`src/rtl/trap_stack_pkg.sv`:
```
package trap_stack_pkg;
  localparam int TT_W   = 9;
  localparam int CC_W   = 8;
  localparam int ASI_W  = 8;
  localparam int PST_W  = 12;
  localparam int SAVE_W = 40;

  // saved word field positions (unpacked again on return)
  localparam int SV_CC_LO  = 32;
  localparam int SV_ASI_LO = 24;
  localparam int SV_PST_LO = 8;

  localparam logic [PST_W-1:0] PST_KEEP = 12'hF3F;
  localparam logic [PST_W-1:0] PST_AG   = 12'h001;
  localparam logic [PST_W-1:0] PST_PRIV = 12'h004;
  localparam logic [PST_W-1:0] PST_FPEN = 12'h010;
  localparam logic [PST_W-1:0] PST_RED  = 12'h020;

  localparam logic [TT_W-1:0] TT_CLEAN_WIN = 9'h024;
  localparam logic [2:0]      CLS_SPILL    = 3'b010;
  localparam logic [2:0]      CLS_FILL     = 3'b011;

  typedef struct packed {
    logic push;       // accepted trap entry
    logic pop;        // accepted return
    logic popDone;    // return flavour: 1 done, 0 retry
    logic enterRed;   // entry saturates the level
    logic levelHigh;  // level above 1 before entry
  } strobe_t;
endpackage

```
`src/rtl/tls_ctrl.sv`:
```
module tls_ctrl
  import trap_stack_pkg::*;
#(
  parameter int MAX_TL = 5,
  localparam int TL_W  = $clog2(MAX_TL + 1),
  localparam int IDX_W = (MAX_TL > 1) ? $clog2(MAX_TL) : 1
) (
  input  logic             clk,
  input  logic             rstN,
  input  logic             trapReq,
  input  logic             doneReq,
  input  logic             retryReq,
  output strobe_t          strb,
  output logic [IDX_W-1:0] slotIdx,
  output logic [TL_W-1:0]  tlOut,
  output logic             outValid,
  output logic             trapErr,
  output logic             retErr
);
  localparam logic [TL_W-1:0] LVL_MAX = TL_W'(MAX_TL);
  localparam logic [TL_W-1:0] LVL_SAT = TL_W'(MAX_TL - 1);
  localparam logic [TL_W-1:0] LVL_ONE = TL_W'(1);

  logic [TL_W-1:0] level;
  logic atMax, atZero, anyRet;

  assign atMax  = (level == LVL_MAX);
  assign atZero = (level == '0);
  assign anyRet = doneReq | retryReq;

  always_comb begin
    strb.push      = trapReq && !atMax;
    strb.pop       = !trapReq && anyRet && !atZero;
    strb.popDone   = doneReq;
    strb.enterRed  = (level >= LVL_SAT);
    strb.levelHigh = (level > LVL_ONE);
  end

  always_comb begin
    if (strb.pop) slotIdx = IDX_W'(level - LVL_ONE);
    else          slotIdx = IDX_W'(level);
  end

  always_ff @(posedge clk or negedge rstN) begin
    if (!rstN) begin
      level    <= '0;
      outValid <= 1'b0;
      trapErr  <= 1'b0;
      retErr   <= 1'b0;
    end else begin
      if (strb.push)     level <= strb.enterRed ? LVL_MAX : level + LVL_ONE;
      else if (strb.pop) level <= level - LVL_ONE;
      outValid <= strb.push | strb.pop;
      trapErr  <= trapReq && atMax;
      retErr   <= !trapReq && anyRet && atZero;
    end
  end

  assign tlOut = level;
endmodule

```
`src/rtl/tls_datapath.sv`:
```
module tls_datapath
  import trap_stack_pkg::*;
#(
  parameter int NWIN   = 8,
  parameter int MAX_TL = 5,
  parameter int PC_W   = 64,
  localparam int WIN_W = $clog2(NWIN),
  localparam int IDX_W = (MAX_TL > 1) ? $clog2(MAX_TL) : 1
) (
  input  logic             clk,
  input  logic             rstN,
  input  strobe_t          strb,
  input  logic [IDX_W-1:0] slotIdx,
  input  logic [TT_W-1:0]  trapType,
  input  logic [PC_W-1:0]  pcIn,
  input  logic [PC_W-1:0]  npcIn,
  input  logic [PC_W-1:0]  trapBase,
  input  logic [CC_W-1:0]  ccIn,
  input  logic [ASI_W-1:0] asiIn,
  input  logic [PST_W-1:0] pstateIn,
  input  logic [WIN_W-1:0] cwpIn,
  input  logic [WIN_W-1:0] canSaveIn,
  output logic [PC_W-1:0]  pcOut,
  output logic [PC_W-1:0]  npcOut,
  output logic [WIN_W-1:0] cwpOut,
  output logic [CC_W-1:0]  ccOut,
  output logic [ASI_W-1:0] asiOut,
  output logic [PST_W-1:0] pstateOut,
  output logic [TT_W-1:0]  typeOut
);
  // slot layout: {type, nextPc, pc, savedWord}
  localparam int ENT_W  = SAVE_W + 2 * PC_W + TT_W;
  localparam int PC_LO  = SAVE_W;
  localparam int NPC_LO = SAVE_W + PC_W;
  localparam int TT_LO  = SAVE_W + 2 * PC_W;
  localparam logic [PC_W-1:0] STEP = PC_W'(4);

  logic [SAVE_W-1:0] packWord;
  logic [ENT_W-1:0]  newEntry;
  logic [ENT_W-1:0]  slotBus [MAX_TL];
  logic [ENT_W-1:0]  rdEntry;
  logic [SAVE_W-1:0] rdWord;
  logic [PC_W-1:0]   rdPc, rdNpc, vecAddr;
  logic [TT_W-1:0]   rdType;
  logic [WIN_W-1:0]  winNext;
  logic [PST_W-1:0]  entryPst;
  logic              unusedBits;

  // packing of the saved word
  assign packWord = {ccIn, asiIn, 4'b0000, pstateIn & PST_KEEP, 8'(cwpIn)};
  assign newEntry = {trapType, npcIn, pcIn, packWord};

  // one register per trap level
  for (genvar s = 0; s < MAX_TL; s++) begin : g_slot
    logic [ENT_W-1:0] entReg;
    always_ff @(posedge clk or negedge rstN) begin
      if (!rstN) entReg <= '0;
      else if (strb.push && slotIdx == IDX_W'(s)) entReg <= newEntry;
    end
    assign slotBus[s] = entReg;
  end

  assign rdEntry = slotBus[slotIdx];
  assign rdWord  = rdEntry[SAVE_W-1:0];
  assign rdPc    = rdEntry[PC_LO +: PC_W];
  assign rdNpc   = rdEntry[NPC_LO +: PC_W];
  assign rdType  = rdEntry[TT_LO +: TT_W];

  // window pointer adjustment by trap class
  always_comb begin
    if (trapType == TT_CLEAN_WIN)
      winNext = cwpIn - WIN_W'(1);
    else if (trapType[8:6] == CLS_SPILL)
      winNext = cwpIn - canSaveIn - WIN_W'(2);
    else if (trapType[8:6] == CLS_FILL)
      winNext = cwpIn + WIN_W'(1);
    else
      winNext = cwpIn;
  end

  assign vecAddr  = {trapBase[PC_W-1:15], strb.levelHigh, trapType, 5'b00000};
  assign entryPst = PST_FPEN | PST_PRIV | PST_AG | (strb.enterRed ? PST_RED : '0);

  assign unusedBits = ^{trapBase[14:0], rdWord[23:20], rdWord[7:WIN_W]};

  always_ff @(posedge clk or negedge rstN) begin
    if (!rstN) begin
      pcOut     <= '0;
      npcOut    <= '0;
      cwpOut    <= '0;
      ccOut     <= '0;
      asiOut    <= '0;
      pstateOut <= '0;
      typeOut   <= '0;
    end else if (strb.push) begin
      pcOut     <= vecAddr;
      npcOut    <= vecAddr + STEP;
      cwpOut    <= winNext;
      ccOut     <= ccIn;
      asiOut    <= asiIn;
      pstateOut <= entryPst;
      typeOut   <= trapType;
    end else if (strb.pop) begin
      pcOut     <= strb.popDone ? rdNpc : rdPc;
      npcOut    <= strb.popDone ? rdNpc + STEP : rdNpc;
      cwpOut    <= rdWord[WIN_W-1:0];
      ccOut     <= rdWord[SV_CC_LO +: CC_W];
      asiOut    <= rdWord[SV_ASI_LO +: ASI_W];
      pstateOut <= rdWord[SV_PST_LO +: PST_W] & PST_KEEP;
      typeOut   <= rdType;
    end
  end
endmodule

```
`src/rtl/trap_level_stack.sv`:
```
module trap_level_stack
  import trap_stack_pkg::*;
#(
  parameter int NWIN   = 8,
  parameter int MAX_TL = 5,
  parameter int PC_W   = 64,
  localparam int WIN_W = $clog2(NWIN),
  localparam int TL_W  = $clog2(MAX_TL + 1)
) (
  input  logic             clk,
  input  logic             rstN,
  input  logic             trapReq,
  input  logic [8:0]       trapType,
  input  logic             doneReq,
  input  logic             retryReq,
  input  logic [PC_W-1:0]  pcIn,
  input  logic [PC_W-1:0]  npcIn,
  input  logic [PC_W-1:0]  trapBase,
  input  logic [7:0]       ccIn,
  input  logic [7:0]       asiIn,
  input  logic [11:0]      pstateIn,
  input  logic [WIN_W-1:0] cwpIn,
  input  logic [WIN_W-1:0] canSaveIn,
  output logic [PC_W-1:0]  pcOut,
  output logic [PC_W-1:0]  npcOut,
  output logic [WIN_W-1:0] cwpOut,
  output logic [7:0]       ccOut,
  output logic [7:0]       asiOut,
  output logic [11:0]      pstateOut,
  output logic [8:0]       typeOut,
  output logic [TL_W-1:0]  tlOut,
  output logic             outValid,
  output logic             trapErr,
  output logic             retErr
);
  localparam int IDX_W = (MAX_TL > 1) ? $clog2(MAX_TL) : 1;

  strobe_t          strb;
  logic [IDX_W-1:0] slotIdx;

  tls_ctrl #(.MAX_TL(MAX_TL)) u_ctrl (
    .clk(clk), .rstN(rstN),
    .trapReq(trapReq), .doneReq(doneReq), .retryReq(retryReq),
    .strb(strb), .slotIdx(slotIdx), .tlOut(tlOut),
    .outValid(outValid), .trapErr(trapErr), .retErr(retErr)
  );

  tls_datapath #(.NWIN(NWIN), .MAX_TL(MAX_TL), .PC_W(PC_W)) u_dp (
    .clk(clk), .rstN(rstN), .strb(strb), .slotIdx(slotIdx),
    .trapType(trapType), .pcIn(pcIn), .npcIn(npcIn), .trapBase(trapBase),
    .ccIn(ccIn), .asiIn(asiIn), .pstateIn(pstateIn),
    .cwpIn(cwpIn), .canSaveIn(canSaveIn),
    .pcOut(pcOut), .npcOut(npcOut), .cwpOut(cwpOut), .ccOut(ccOut),
    .asiOut(asiOut), .pstateOut(pstateOut), .typeOut(typeOut)
  );
endmodule

```
`config.mk`:
```
export PLATFORM = sky130hd
export DESIGN_NAME = trap_level_stack
export DESIGN_NICKNAME = d
export VERILOG_FILES = /design/src/rtl/trap_stack_pkg.sv /design/src/rtl/tls_ctrl.sv /design/src/rtl/tls_datapath.sv /design/src/rtl/trap_level_stack.sv
export SDC_FILE = /design/constraint.sdc
export NUM_CORES = 2
export LEC_CHECK = 0
export BUFFER_PORTS_ARGS = -buffer_cell sky130_fd_sc_hd__buf_2
export CAP_MARGIN = 40
export CORE_AREA = 2 2 296 298
export CTS_CLUSTER_SIZE = 24
export DETAILED_ROUTE_END_ITERATION = 16
export DIE_AREA = 0 0 298 300
export PLACE_DENSITY = 0.74
export SYNTH_ARGS = -nofsm -noshare
export SYNTH_HDL_FRONTEND = slang
export SYNTH_SLANG_ARGS = --single-unit
```
`constraint.sdc`:
```
create_clock -name clk -period 13.9 [get_ports clk]
set_input_delay 0.695 -clock clk [delete_from_list [all_inputs] [get_ports clk]]
set_output_delay 0.695 -clock clk [all_outputs]
set_load 0.05 [all_outputs]
```
==> flow_results.xml <==
<?xml version="1.0" encoding="UTF-8"?>
<metrics>
  <group name="outcome">
    <metric name="run_status" unit="">finished clean</metric>
  </group>
  <group name="floorplanning">
    <metric name="core_region_area" unit="um^2">86200</metric>
    <metric name="die-area" unit="um^2">89400</metric>
    <metric name="boundaryPins" unit="">414</metric>
    <metric name="initial_utilization" unit="%">54.7</metric>
    <metric name="std_cell_rows" unit="">108</metric>
    <metric name="fp.dieW" unit="um">298</metric>
    <metric name="die-height" unit="um">300</metric>
  </group>
  <group name="synth">
    <metric name="ys_seq_elements" unit="">1002</metric>
    <metric name="yosys.cell_count.top_type" unit="">dfrtp_1</metric>
    <metric name="synthCells" unit="">3771</metric>
    <metric name="number_of_enable_flip_flop_cells_after_synthesis" unit="">0</metric>
    <metric name="synth-warning-count" unit="">0</metric>
    <metric name="synth-main-ff-cell" unit="">dfrtp_1</metric>
    <metric name="syn_area" unit="um^2">47200</metric>
    <metric name="synthDominantAreaCellType" unit="">dfrtp_1</metric>
    <metric name="postSynth.asyncResetShare" unit="%">100</metric>
    <metric name="synth.yosys.seq_area_share" unit="%">53.1</metric>
    <metric name="synthesis.area_per_instance" unit="um^2">12.5</metric>
    <metric name="synth_top_area_share" unit="%">53.1</metric>
    <metric name="synth.top_cells.by_count" unit="">dfrtp_1, mux2_2, a21oi_1, clkbuf_1, nand2_1</metric>
    <metric name="yosysUniqueCellTypes" unit="">102</metric>
    <metric name="ys_top_cells_by_area" unit="">dfrtp_1, mux2_2, a21oi_1</metric>
  </group>
  <group name="clock_network">
    <metric name="cts_made_buffers" unit="">104</metric>
    <metric name="longest_clk_path_bufs" unit="">3</metric>
    <metric name="cts.clk_slew.worst_paths" unit="ns">0.06</metric>
    <metric name="numClockSinks" unit="">1002</metric>
    <metric name="post_cts_buffers" unit="">0</metric>
    <metric name="tritoncts_clock_tree" unit="">done</metric>
    <metric name="cts.root.buffer_cell" unit="">clkbuf_16</metric>
    <metric name="ctsHtreeMaxLevel" unit="">3</metric>
    <metric name="clk_latency" unit="ns">0.71</metric>
    <metric name="post_cts_resize_count" unit="">0</metric>
    <metric name="cts_hold_buf" unit="">0</metric>
  </group>
  <group name="global_route">
    <metric name="wire_length_of_the_first_global_routing_pass" unit="mm">228</metric>
    <metric name="grt_antenna_before_repair" unit="">48</metric>
    <metric name="grt-ovfl-total" unit="">0</metric>
    <metric name="grt_start_max_net_pins" unit="">185</metric>
    <metric name="number_of_global_route_vias_before_repair" unit="">34900</metric>
    <metric name="grt_use_total" unit="%">33.7</metric>
  </group>
  <group name="sta">
    <metric name="max_slew.worst_pin.slew" unit="ns">1.17</metric>
    <metric name="period_share" unit="%">54.8</metric>
    <metric name="unrepaired_setup_endpoints_after_global_routing" unit="">false</metric>
    <metric name="final-hold-violation-count" unit="">0</metric>
    <metric name="final-setup-viol-count" unit="">0</metric>
    <metric name="timing.final.max_slew_violations" unit="">0</metric>
    <metric name="timing.slew.headroom" unit="%">22.1</metric>
    <metric name="fmax" unit="GHz">0.131</metric>
    <metric name="setup-tns-final" unit="ns">0</metric>
    <metric name="layout_setup_ws" unit="ns">6.28</metric>
    <metric name="period_minus_slack" unit="ns">7.62</metric>
    <metric name="hold_slack" unit="ns">0.0953</metric>
    <metric name="fin_skew" unit="ns">0.0427</metric>
  </group>
  <group name="placement">
    <metric name="postPlaceCellArea" unit="um^2">50200</metric>
    <metric name="port_buffers" unit="">394</metric>
    <metric name="dp.final_hpwl" unit="mm">97.0</metric>
    <metric name="dp_worst_setup_slack" unit="ns">6.73</metric>
    <metric name="dp_cells" unit="">5087</metric>
    <metric name="place.gp.congestion" unit="">0.913</metric>
  </group>
  <group name="run">
    <metric name="maxCapViolations" unit="">0</metric>
  </group>
  <group name="detailed_routing">
    <metric name="route.detailed.vias_per_inst" unit="">6.76</metric>
    <metric name="routed_wire_length_on_met2" unit="mm">70.1</metric>
    <metric name="met3_length" unit="mm">16.4</metric>
    <metric name="routed_wire_length_per_instance" unit="um">28.9</metric>
    <metric name="drt_iter0_drc" unit="">4413</metric>
    <metric name="drt-met1-wl" unit="mm">59.8</metric>
    <metric name="detail_route.wirelength" unit="mm">154</metric>
    <metric name="ant_nets" unit="">0</metric>
    <metric name="dr.pass1.iters" unit="">7</metric>
    <metric name="routed-via-count" unit="">35900</metric>
    <metric name="dr.max_layer_used" unit="">met5</metric>
    <metric name="detail_route.drc_violations" unit="">0</metric>
  </group>
  <group name="power">
    <metric name="swShare" unit="%">42.9</metric>
    <metric name="sequentialPowerShare" unit="%">34.6</metric>
    <metric name="intPower" unit="mW">8.72</metric>
    <metric name="p_per_area" unit="nW/um^2">283</metric>
    <metric name="pwr-share-comb" unit="%">46.7</metric>
    <metric name="net-switching-power" unit="mW">6.54</metric>
    <metric name="vdd_drop_max" unit="mV">0.194</metric>
    <metric name="p_total" unit="mW">15.3</metric>
    <metric name="power.static_leakage" unit="nW">22.5</metric>
    <metric name="share_clk_of_total_power" unit="%">18.7</metric>
  </group>
  <group name="setup_path">
    <metric name="wp_data_required" unit="ns">14.47</metric>
    <metric name="timing.critical_path.arrival" unit="ns">8.19</metric>
    <metric name="crit-reg2reg-capture" unit="">u_dp.npcOut[62]</metric>
    <metric name="reg2reg_depth" unit="">14</metric>
    <metric name="cp_slowest_stage_delay" unit="ns">0.76</metric>
    <metric name="criticalPathCategory" unit="">flip-flop to flip-flop</metric>
    <metric name="critical_path.reg2reg.startpoint" unit="">u_ctrl.tlOut[1]</metric>
    <metric name="critPathMaxFanout" unit="">31</metric>
    <metric name="reg2reg_setup_slack" unit="ns">6.28</metric>
    <metric name="endpoint_kind" unit="">flip-flop</metric>
    <metric name="critPathLaunchType" unit="">flip-flop</metric>
    <metric name="timing.critical_path.mode_cell" unit="">buf_4</metric>
    <metric name="ordered_cell_list_for_the_critical_path" unit="">clkinv_1 &gt; ha_2 &gt; nand2b_2 &gt; buf_4 &gt; a21o_1 &gt; and2_1 &gt; buf_4 &gt; o221ai_1 &gt; o21ai_1 &gt; nor3b_4 &gt; nand4_2 &gt; or3_4 &gt; or4_1 &gt; a31o_1</metric>
    <metric name="crit_path_top_delay_cell" unit="">dfrtp_2</metric>
  </group>
  <group name="layout">
    <metric name="layout.nets" unit="">4288</metric>
    <metric name="final-instance-count-excl-fill" unit="">5305</metric>
    <metric name="utilization" unit="%">62.5</metric>
    <metric name="signed_area_change_from_the_synthesized_netlist_to_the_final_layout" unit="%">14.1</metric>
    <metric name="postLayoutCellArea" unit="um^2">53800</metric>
    <metric name="drive_above_1_share" unit="%">38.7</metric>
  </group>
  <group name="hold_path">
    <metric name="hp-class" unit="">input port to asynchronous set/reset pin</metric>
  </group>
</metrics>
per-layer routing:
metal | vias to the layer above | global-route usage (%)
met5 | - | 0
met4 | 18 | 16.9
met3 | 336 | 7.41
met2 | 2073 | 50.7
met1 | 18600 | 46.3
li1 | 14800 | -
worst max path at each step:
stage | to | startpoint
3_3_place_gp | u_dp.npcOut[59] | u_ctrl.tlOut[1]
6_report | u_dp.npcOut[62] | u_ctrl.tlOut[1]
4_1_cts | u_dp.npcOut[62] | u_ctrl.tlOut[1]
3_5_place_dp | u_dp.npcOut[62] | u_ctrl.tlOut[1]
5_1_grt | u_dp.npcOut[62] | u_ctrl.tlOut[1]
2_1_floorplan | u_dp.npcOut[62] | u_ctrl.tlOut[0]
cell usage in the layout, fill, tap and decap left out, drive strengths merged, types with 11 or more instances in the layout:
master   instances
a211oi          97
a21oi          242
a221o           33
a222oi          92
a22oi           77
and2            15
and3            11
buf            484
clkbuf         158
clkinv          27
dfrtp         1002
diode           25
inv             16
mux2           851
mux2i           68
mux4            21
nand2          174
nand3           25
nand4           22
nor2            91
nor3            42
nor4            37
o211ai          20
o21ai          139
o221ai          18
o22a            13
o22ai           88
o2bb2ai         15
o31ai           12
o41ai           11
or4             11
xnor2           30
xor2            29
registers in the layout (all words and copies together) (netlist names):
signal and cells:
u_dp.pstateOut 10, u_dp.cwpOut 3, u_dp.npcOut 64, u_dp.typeOut 9, u_dp.g_slot.entReg 830, u_ctrl.trapErr 1, u_dp.ccOut 8, u_dp.pcOut 64
u_ctrl.retErr 1, u_dp.asiOut 8, u_ctrl.tlOut 3, u_ctrl.outValid 1
final cells by class:
cell class,count,area [um^2]
clock inverter,35,443
fill,6684,32400
clock buffer,158,3110
multi-input combinational,2431,20700
antenna,25,62.6
sequential,1002,25100
inverter,15,56.3
tap,1155,1450
timing repair buffer,484,2960
power groups by stage:
stage / sequential [mW] / combinational (mW) / clock (mW)
floorplan: 5.81 / 4.16 / 0
global placement: 5.19 / 6.78 / 0
detailed placement: 5.26 / 6.97 / 0
CTS: 5.23 / 7.01 / 2.88
global route: 5.42 / 7.44 / 3.01
finish: 5.28 / 7.12 / 2.86
worst max-delay path: cells and delay by family, from the launching register on:
family / cells / cell delay, ns
fa+ha+maj: 1 / 0.43
simple gates: 6 / 2.98
buf+inv: 3 / 1.63
flops: 1 / 0.76
compound gates: 4 / 1.65
cells by family (layout without fill, tap and decap cells):
family / after synthesis / count (layout) / synth area share, %
flops: 1002 / 1002 / 53.1
compound gates: 943 / 943 / 14.2
xor+xnor: 59 / 59 / 1.10
other cells: 1 / 27 / 0.00795
fa+ha+maj: 10 / 10 / 0.265
buf+inv: 339 / 692 / 3.27
simple gates: 477 / 477 / 5.24
mux: 940 / 940 / 22.8
Note: power is estimated with default switching activity, not from simulation.
